`src/rtl/mtx_parse_pkg.sv`:
```
package mtx_parse_pkg;

    typedef enum logic [2:0] {
        CK_DIGIT,
        CK_SEP,
        CK_LF,
        CK_CR,
        CK_EOT,
        CK_BAD
    } char_kind_e;

    typedef struct packed {
        char_kind_e kind;
        logic [3:0] digit;
    } char_info_t;

    localparam logic [7:0] CH_ZERO  = 8'h30;
    localparam logic [7:0] CH_NINE  = 8'h39;
    localparam logic [7:0] CH_SPACE = 8'h20;
    localparam logic [7:0] CH_TAB   = 8'h09;
    localparam logic [7:0] CH_COMMA = 8'h2C;
    localparam logic [7:0] CH_LF    = 8'h0A;
    localparam logic [7:0] CH_CR    = 8'h0D;
    localparam logic [7:0] CH_EOT   = 8'h04;

    function automatic char_info_t classify(input logic [7:0] b);
        char_info_t r;
        r.digit = b[3:0];
        if (b >= CH_ZERO && b <= CH_NINE)
            r.kind = CK_DIGIT;
        else if (b == CH_SPACE || b == CH_TAB || b == CH_COMMA)
            r.kind = CK_SEP;
        else if (b == CH_LF)
            r.kind = CK_LF;
        else if (b == CH_CR)
            r.kind = CK_CR;
        else if (b == CH_EOT)
            r.kind = CK_EOT;
        else
            r.kind = CK_BAD;
        return r;
    endfunction

    function automatic logic ends_value(input char_kind_e k);
        return (k == CK_SEP) || (k == CK_LF) || (k == CK_EOT);
    endfunction

    function automatic logic ends_row(input char_kind_e k);
        return (k == CK_LF) || (k == CK_EOT);
    endfunction

endpackage

```
`src/rtl/mtx_char_class.sv`:
```
module mtx_char_class
    import mtx_parse_pkg::*;
(
    input  logic [7:0] byte_i,
    output char_info_t info_o
);
    always_comb begin
        info_o = classify(byte_i);
    end
endmodule

```
`src/rtl/mtx_dec_accum.sv`:
```
module mtx_dec_accum #(
    parameter int DATA_W = 16
) (
    input  logic              clk,
    input  logic              rst,
    input  logic              clear,
    input  logic              step,
    input  logic [3:0]        digit,
    input  logic              flush,
    output logic [DATA_W-1:0] value,
    output logic              pending
);
    localparam int WIDE_W = DATA_W + 4;
    localparam logic [DATA_W-1:0] VAL_MAX = '1;

    logic [DATA_W-1:0] acc_q;
    logic              pend_q;
    logic [WIDE_W-1:0] acc_wide;
    logic [WIDE_W-1:0] next_wide;
    logic [DATA_W-1:0] next_sat;

    always_comb begin
        acc_wide  = {4'b0000, acc_q};
        next_wide = (acc_wide << 3) + (acc_wide << 1) + {{DATA_W{1'b0}}, digit};
        if (next_wide > {4'b0000, VAL_MAX})
            next_sat = VAL_MAX;
        else
            next_sat = next_wide[DATA_W-1:0];
    end

    always_ff @(posedge clk) begin
        if (rst || clear) begin
            acc_q  <= '0;
            pend_q <= 1'b0;
        end else if (flush) begin
            acc_q  <= '0;
            pend_q <= 1'b0;
        end else if (step) begin
            acc_q  <= next_sat;
            pend_q <= 1'b1;
        end
    end

    assign value   = acc_q;
    assign pending = pend_q;
endmodule

```
`src/rtl/mtx_dim_track.sv`:
```
module mtx_dim_track #(
    parameter int DIM_W = 8
) (
    input  logic             clk,
    input  logic             rst,
    input  logic             clear,
    input  logic             val_end,
    input  logic             row_end,
    output logic [DIM_W-1:0] rows,
    output logic [DIM_W-1:0] cols,
    output logic             shape_err
);
    logic [DIM_W-1:0] col_cnt_q;
    logic [DIM_W-1:0] row_cnt_q;
    logic [DIM_W-1:0] cols_q;
    logic             first_seen_q;
    logic             err_q;
    logic [DIM_W-1:0] cnt_now;

    assign cnt_now = col_cnt_q + DIM_W'(val_end);

    always_ff @(posedge clk) begin
        if (rst || clear) begin
            col_cnt_q    <= '0;
            row_cnt_q    <= '0;
            cols_q       <= '0;
            first_seen_q <= 1'b0;
            err_q        <= 1'b0;
        end else if (row_end) begin
            col_cnt_q <= '0;
            if (cnt_now != '0) begin
                row_cnt_q <= row_cnt_q + 1'b1;
                if (!first_seen_q) begin
                    cols_q       <= cnt_now;
                    first_seen_q <= 1'b1;
                end else if (cnt_now != cols_q) begin
                    err_q <= 1'b1;
                end
            end
        end else if (val_end) begin
            col_cnt_q <= cnt_now;
        end
    end

    assign rows      = row_cnt_q;
    assign cols      = cols_q;
    assign shape_err = err_q;
endmodule

```
`src/rtl/mtx_text_parser.sv`:
```
module mtx_text_parser
    import mtx_parse_pkg::*;
#(
    parameter int DATA_W = 16,
    parameter int ADDR_W = 10,
    parameter int DIM_W  = 8
) (
    input  logic              clk,
    input  logic              rst,
    input  logic              clear,
    input  logic              in_valid,
    input  logic [7:0]        in_byte,
    output logic              wr_en,
    output logic [ADDR_W-1:0] wr_addr,
    output logic [DATA_W-1:0] wr_data,
    output logic [DIM_W-1:0]  rows,
    output logic [DIM_W-1:0]  cols,
    output logic              done,
    output logic              fmt_err
);
    char_info_t        info;
    logic              accept;
    logic              is_digit;
    logic              delim;
    logic              val_end;
    logic              row_end;
    logic [DATA_W-1:0] acc_val;
    logic              acc_pending;
    logic              shape_err;

    logic              wr_en_q;
    logic [ADDR_W-1:0] wr_addr_q;
    logic [DATA_W-1:0] wr_data_q;
    logic [ADDR_W-1:0] addr_next_q;
    logic              done_q;
    logic              bad_q;

    mtx_char_class u_class (
        .byte_i (in_byte),
        .info_o (info)
    );

    assign accept   = in_valid && !done_q;
    assign is_digit = accept && (info.kind == CK_DIGIT);
    assign delim    = accept && ends_value(info.kind);
    assign val_end  = delim && acc_pending;
    assign row_end  = accept && ends_row(info.kind);

    mtx_dec_accum #(.DATA_W(DATA_W)) u_accum (
        .clk     (clk),
        .rst     (rst),
        .clear   (clear),
        .step    (is_digit),
        .digit   (info.digit),
        .flush   (delim),
        .value   (acc_val),
        .pending (acc_pending)
    );

    mtx_dim_track #(.DIM_W(DIM_W)) u_dims (
        .clk       (clk),
        .rst       (rst),
        .clear     (clear),
        .val_end   (val_end),
        .row_end   (row_end),
        .rows      (rows),
        .cols      (cols),
        .shape_err (shape_err)
    );

    always_ff @(posedge clk) begin
        if (rst || clear) begin
            wr_en_q     <= 1'b0;
            wr_addr_q   <= '0;
            wr_data_q   <= '0;
            addr_next_q <= '0;
            done_q      <= 1'b0;
            bad_q       <= 1'b0;
        end else begin
            wr_en_q <= val_end;
            if (val_end) begin
                wr_data_q   <= acc_val;
                wr_addr_q   <= addr_next_q;
                addr_next_q <= addr_next_q + 1'b1;
            end
            if (accept && info.kind == CK_EOT)
                done_q <= 1'b1;
            if (accept && info.kind == CK_BAD)
                bad_q <= 1'b1;
        end
    end

    assign wr_en   = wr_en_q;
    assign wr_addr = wr_addr_q;
    assign wr_data = wr_data_q;
    assign done    = done_q;
    assign fmt_err = bad_q || shape_err;
endmodule

```
`config.mk`:
```
export PLATFORM = sky130hd
export DESIGN_NAME = mtx_text_parser
export DESIGN_NICKNAME = d
export VERILOG_FILES = /design/src/rtl/mtx_parse_pkg.sv /design/src/rtl/mtx_char_class.sv /design/src/rtl/mtx_dec_accum.sv /design/src/rtl/mtx_dim_track.sv /design/src/rtl/mtx_text_parser.sv
export SDC_FILE = /design/constraint.sdc
export NUM_CORES = 1
export LEC_CHECK = 0
export BUFFER_PORTS_ARGS = -buffer_cell sky130_fd_sc_hd__buf_4
export CORE_ASPECT_RATIO = 1.25
export CORE_MARGIN = 2
export CORE_UTILIZATION = 40
export DETAILED_ROUTE_END_ITERATION = 6
export GPL_TIMING_DRIVEN = 0
export PLACE_DENSITY_LB_ADDON = 0.3
export SETUP_SLACK_MARGIN = 0.15
export SLEW_MARGIN = 10
export SYNTH_ARGS = -nofsm -noshare
export SYNTH_HDL_FRONTEND = slang
export SYNTH_SLANG_ARGS = --single-unit
```
`constraint.sdc`:
```
create_clock -name clk -period 4.6 [get_ports clk]
set_input_delay 0.46 -clock clk [delete_from_list [all_inputs] [get_ports clk]]
set_output_delay 0.46 -clock clk [all_outputs]
set_load 0.01 [all_outputs]
```
==> flow_metrics.env, run 1 <==
export IMPL_io_buffers=56
export IMPL_fmax_mhz=250
export IMPL_min_path_type="input port to register"
export IMPL_drive_above_1_share=0.147
export IMPL_cp_arrival_ps=4260
export IMPL_via_per_inst=5.34
export IMPL_synth_edf_count=0
export IMPL_cts_max_level=3
export IMPL_final_common_cell="nand2_1"
export IMPL_place_congestion=0.888
export IMPL_final_cell_mix="nand2_1 (92), dfxtp_1 (82), a21oi_1 (65)"
export IMPL_worstSetupStartpointType="input port"
export IMPL_yosys_area_top_type_share=0.366
export IMPL_ctsRootBufferMaster="clkbuf_16"
export IMPL_synth_area_leader_cell="dfxtp_1"
export IMPL_ys_ff_latch=82
export IMPL_cts_tree="built"
export IMPL_wl_per_cell_um=14.2
export IMPL_drtIter0Drc=165
export IMPL_cts_reportedPaths_clkPinSlew_ps=60
export IMPL_layout_cells_non_filler=753
export IMPL_path_class="input port to register"
export IMPL_r2r_cells=16
export IMPL_finalHoldViolCount=0
export IMPL_maxSlewViolCount=0
export IMPL_postCtsSetupBuffers=0
export IMPL_rsz0062_at_grt="false"
export IMPL_r2r_end="u_dims.cols[2]$_SDFFE_PP0P_"
export IMPL_first_pass_iters=4
export IMPL_synth_ff_type="dfxtp_1"
export IMPL_tightestPinTransition_ps=701
export IMPL_yosysSeqAreaShare=0.366
export IMPL_holdCritStartpoint="in_byte[0]"
export IMPL_syn_inst=547
export IMPL_totalNegativeSetupSlack_ps=0
export IMPL_dp_cells=738
export IMPL_grt_ovfl_total=0
export IMPL_cts_buffer_depth=2
export IMPL_core_um2=11000
export IMPL_initial_utilization=0.406
export IMPL_grt_pass1_vias=3923
export IMPL_ant_nets=0
export IMPL_yosysWarnings=0
export IMPL_dp_slack_ps=299
export IMPL_antenna_cells=0
export IMPL_vias=4021
export IMPL_fin_worst_skew_ps=7.54
export IMPL_rr_startpoint="done$_SDFFE_PP0P_"
export IMPL_cts_sinks=82
export IMPL_drc=0
export IMPL_post_route_min_period_ps=4000
export IMPL_slew_headroom=0.531
export IMPL_fp_dieW_um=98.7
export IMPL_pwr_density_cell_nw_per_um2=282
export IMPL_cts_resized=0
export IMPL_antenna_found_initial=0
export IMPL_cts_buffers_inserted=9
export IMPL_vdd_drop_max_mv=0.139
export IMPL_setup_ws_ps=596
export IMPL_grt_max_degree=13
export IMPL_clk_latency_ps=340
export IMPL_fp_row_count=43
export IMPL_cp_end_kind="register"
export IMPL_synth_area_leaders="dfxtp_1 (37%), ha_1 (9.8%), nand2_1 (7.7%), a21oi_1 (7.3%), xor2_1 (4.9%)"
export IMPL_p_leak_nw=2.22
export IMPL_final_fill_count=1063
export IMPL_cts_hold_buffers=0
export IMPL_async_reset_ff_frac=0
export IMPL_grt_first_pass_wirelength_um=18100
export IMPL_period_share=0.870
export IMPL_worst_path_max_fanout=10
export IMPL_drv_cap=0
export IMPL_syn_num_nets=596
export IMPL_drt_total_wl_um=10700
export IMPL_die_y_um=122
export IMPL_r2r_slack_ps=860
export IMPL_synth_avg_cell_area_um2=8.19
export IMPL_setup_viol=0
export IMPL_syn_area_um2=4480
export IMPL_whs_ps=399
export IMPL_io_pins=57
export IMPL_die_area_um2=12100
export IMPL_hpwl_um=7960
export IMPL_nets=663
export IMPL_status="finished clean"
export IMPL_syn2layout_area_growth_pct=19.9
export IMPL_whs_endpoint="u_accum.value[0]$_SDFFE_PP0P_"
export IMPL_cp_required_ps=4850
export IMPL_grt_use_total=0.182
export IMPL_yosysUniqueCellTypes=52
export IMPL_hold_path_depth=3
-- power breakdown --
| part | switching [mW] | internal, mW | leakage (nW) | total (mW) |
|---|---|---|---|---|
| registers | 0.00141 | 0.711 | 0.660 | 0.713 |
| logic | 0.0337 | 0.0225 | 1.42 | 0.0561 |
| clock network | 0.274 | 0.472 | 0.147 | 0.746 |
-- cells by family after synthesis --
group	share of synthesized area
and+or+nand+nor	0.218
AOI/OAI and AO/OA	0.171
buffers and inverters	0.0397
adders and majority gates	0.107
muxes	0.00447
DFF	0.366
xor gates and xnor gates	0.0938
-- cells in the mapped netlist, types with 7 or more instances --
cell type,count
nand2_1,92
dfxtp_1,82
a21oi_1,65
nor2_1,38
o21ai_0,37
ha_1,35
xor2_1,25
nand3_1,24
xnor2_1,23
clkbuf_1,16
nand4_1,11
inv_1,10
buf_2,7
nor3_1,7
-- layout make-up --
cell class | instances | area, µm² | share of cell area
clock buffer | 12 | 236 | 0.0440
tap | 135 | 169 | 0.0314
buffer | 27 | 136 | 0.0254
sequential | 82 | 1640 | 0.306
inverter | 11 | 41.3 | 0.00769
timing repair buffer | 56 | 420 | 0.0783
clock inverter | 3 | 65.1 | 0.0121
multi-input combinational | 427 | 2660 | 0.495
-- routing by layer --
metal	GRT usage	part of all wire
met1	0.214	0.43
met2	0.332	0.52
met3	0.0370	0.037
met4	0.0582	0.0071
met5	0	0
-- state kept, by name (all words and copies together), names as in the netlist --
signal and count:
u_dims.shape_err 1, wr_data 16, bad_q 1, u_dims.first_seen_q 1
u_dims.cols 8, u_dims.col_cnt_q 8, done 1, wr_en 1
u_accum.value 16, u_accum.pending 1, addr_next_q 10, wr_addr 10
u_dims.rows 8
-- worst max path at each step --
stage	from	endpoint	slack (ps)	depth (start not counted)
global route	in_byte[3]	u_dims.cols[2]$_SDFFE_PP0P_	320	18
detailed placement	in_byte[3]	u_dims.cols[2]$_SDFFE_PP0P_	300	18
CTS	in_byte[3]	u_dims.cols[2]$_SDFFE_PP0P_	640	18
finish	in_byte[3]	u_dims.cols[2]$_SDFFE_PP0P_	600	18
floorplan	in_byte[5]	u_dims.rows[5]$_SDFFE_PP0P_	980	16
global placement	in_byte[3]	u_dims.cols[4]$_SDFFE_PP0P_	350	18
-- stage by stage --
step / utilization / power (mW) / instance area, µm²
global route: 0.487 / 1.56 / 5370
global placement: 0.460 / 0.784 / 5070
floorplan: - / 0.762 / 4480
CTS: 0.487 / 1.53 / 5370
finish: 0.487 / 1.52 / 5370
detailed placement: 0.460 / 0.785 / 5070
-- critical path, cell delays in order --
cell	delay [ps]
buf_4	140
or3b_4	410
and2_4	170
o32ai_4	360
nand3_4	200
clkinv_1	230
ha_1	230
ha_1	270
and3_1	180
clkbuf_1	190
a311oi_1	140
a31o_2	240
a31oi_1	180
nor2b_1	160
clkbuf_1	250
buf_2	250
nand3_1	90
o21ai_0	110
Power figures use the tool's default switching activity.
==> run 2, diff against run 1 <==
Settings changed: PLACE_DENSITY set to 0.6, PLACE_DENSITY_LB_ADDON 0.3 to unset.
==> run 2 against run 1 <==
Sequential share of layout area barely moved. Hold slack improved by 9.9 ps. Clock-buffer cell count fell by 2. Sequential power barely moved. Die area did not move. Wire length fell by 4.1%.
==> flow_metrics.env, run 2 (synthesized netlist as in run 1, its figures left out) <==
export IMPL_dp_cells=738
export IMPL_antenna_cells=0
export IMPL_cts_sinks=82
export IMPL_cts_max_level=3
export IMPL_grt_max_degree=15
export IMPL_worst_path_max_fanout=10
export IMPL_topRoutingLayerUsed="met4"
export IMPL_dr_wl_met3_um=319
export IMPL_cts_reportedPaths_clkPinSlew_ps=60
export IMPL_die_area_um2=12100
export IMPL_clk_latency_ps=340
export IMPL_fp_row_count=43
export IMPL_met1_length_um=4560
export IMPL_core_um2=11000
export IMPL_cp_end_kind="register"
export IMPL_totalNegativeSetupSlack_ps=0
export IMPL_vdd_drop_max_mv=0.128
export IMPL_hpwl_um=7720
export IMPL_syn2layout_area_growth_pct=19.8
export IMPL_final_cell_mix="nand2_1 (92), dfxtp_1 (82), a21oi_1 (65)"
export IMPL_io_pins=57
export IMPL_grt_ovfl_total=0
export IMPL_layout_cells_non_filler=754
export IMPL_first_pass_iters=4
export IMPL_cp_required_ps=4860
export IMPL_cpPeakStageDelay_ps=410
export IMPL_status="finished clean"
export IMPL_cts_buffer_depth=2
export IMPL_grt_first_pass_wirelength_um=17100
export IMPL_cts_resized=0
export IMPL_setup_viol=0
export IMPL_cts_tree="built"
export IMPL_cts_hold_buffers=0
export IMPL_io_buffers=56
export IMPL_pwr_density_cell_nw_per_um2=277
export IMPL_antenna_found_initial=0
export IMPL_min_path_type="input port to register"
export IMPL_drv_cap=0
export IMPL_ctsRootBufferMaster="clkbuf_16"
export IMPL_tightestPinTransition_ps=732
export IMPL_fp_dieW_um=98.7
export IMPL_nets=663
export IMPL_final_common_cell="nand2_1"
export IMPL_p_leak_nw=2.22
export IMPL_drive_above_1_share=0.152
export IMPL_wl_per_cell_um=13.6
export IMPL_vias=3965
export IMPL_post_route_min_period_ps=4010
export IMPL_maxSlewViolCount=0
export IMPL_place_congestion=0.883
export IMPL_worstSetupStartpointType="input port"
export IMPL_initial_utilization=0.406
export IMPL_finalHoldViolCount=0
export IMPL_rsz0062_at_grt="false"
export IMPL_grt_pass1_vias=3731
export IMPL_slew_headroom=0.510
export IMPL_postCtsSetupBuffers=0
export IMPL_routed_wl_met2_um=5290
export IMPL_ant_nets=0
export IMPL_path_class="input port to register"
export IMPL_worstPathCellList="buf_4, or3b_4, and2_4, o32ai_4, nand3_4, clkinv_1, ha_1, ha_1, and3_1, clkbuf_1, a311oi_1, a31o_2, a31oi_1, nor2b_1, clkbuf_1, buf_2, nand3_1, o21ai_0"
export IMPL_grt_use_total=0.174
export IMPL_fin_worst_skew_ps=8.29
export IMPL_path_delay_family="simple AND/OR/NAND/NOR gates"
export IMPL_die_y_um=122
export IMPL_crit_slowest_cell="or3b_4"
export IMPL_whs_ps=409
export IMPL_period_share=0.871
export IMPL_cts_buffers_inserted=9
export IMPL_drtIter0Drc=140
export IMPL_drt_total_wl_um=10300
export IMPL_drc=0
export IMPL_fmax_mhz=250
export IMPL_path_buf_inv=5
export IMPL_cp_arrival_ps=4270
export IMPL_via_per_inst=5.26
-- run 2: worst reg2reg max path, cell delays in order (launching register included) --
cell	delay [ps]
dfxtp_1	340
or2b_2	320
and2b_1	330
nand3_4	170
clkinv_1	240
ha_1	250
ha_1	270
and3_1	180
clkbuf_1	210
a311oi_1	130
a31o_2	240
a31oi_1	170
nor2b_1	160
clkbuf_1	240
buf_2	250
nand3_1	100
o21ai_0	90
-- run 2: power breakdown --
part | switching (mW) | internal (mW)
Sequential | 0.00137 | 0.711
Combinational | 0.0339 | 0.0224
Clock | 0.294 | 0.421
-- run 2: worst paths after layout --
| kind | slack [ps] | from | cells after the start | endpoint |
|---|---|---|---|---|
| worst max-delay path | 590 | in_byte[3] | 18 | u_dims.cols[4]$_SDFFE_PP0P_ |
| worst min-delay path | 410 | in_byte[0] | 3 | u_accum.value[0]$_SDFFE_PP0P_ |
| worst max register to register | 850 | done$_SDFFE_PP0P_ | 16 | u_dims.cols[4]$_SDFFE_PP0P_ |
| worst min register to register | 450 | wr_data[4]$_SDFFE_PP0P_ | 2 | wr_data[4]$_SDFFE_PP0P_ |
-- run 2: final cells by class --
cell class | count | area (µm²)
clock inverter | 6 | 67.6
fill | 1060 | 5660
buffer | 27 | 136
clock buffer | 10 | 229
inverter | 11 | 41.3
tap | 135 | 169
sequential | 82 | 1640
timing repair buffer | 56 | 420
multi-input combinational | 427 | 2660
-- run 2: metrics by stage --
step,power (mW),instance area [µm²],setup WS (ps),utilization
after detailed placement,0.785,5070,277,0.460
after global placement,0.784,5070,321,0.460
after global routing,1.54,5370,279,0.487
after CTS,1.50,5370,617,0.487
final,1.48,5370,594,0.487
after floorplan,0.762,4480,977,-
-- run 2: routing by layer --
metal	track usage	vias to the layer above
li1	-	2040
met3	0.0251	9
met1	0.204	1852
met2	0.315	64
met5	0	-
met4	0.0779	0
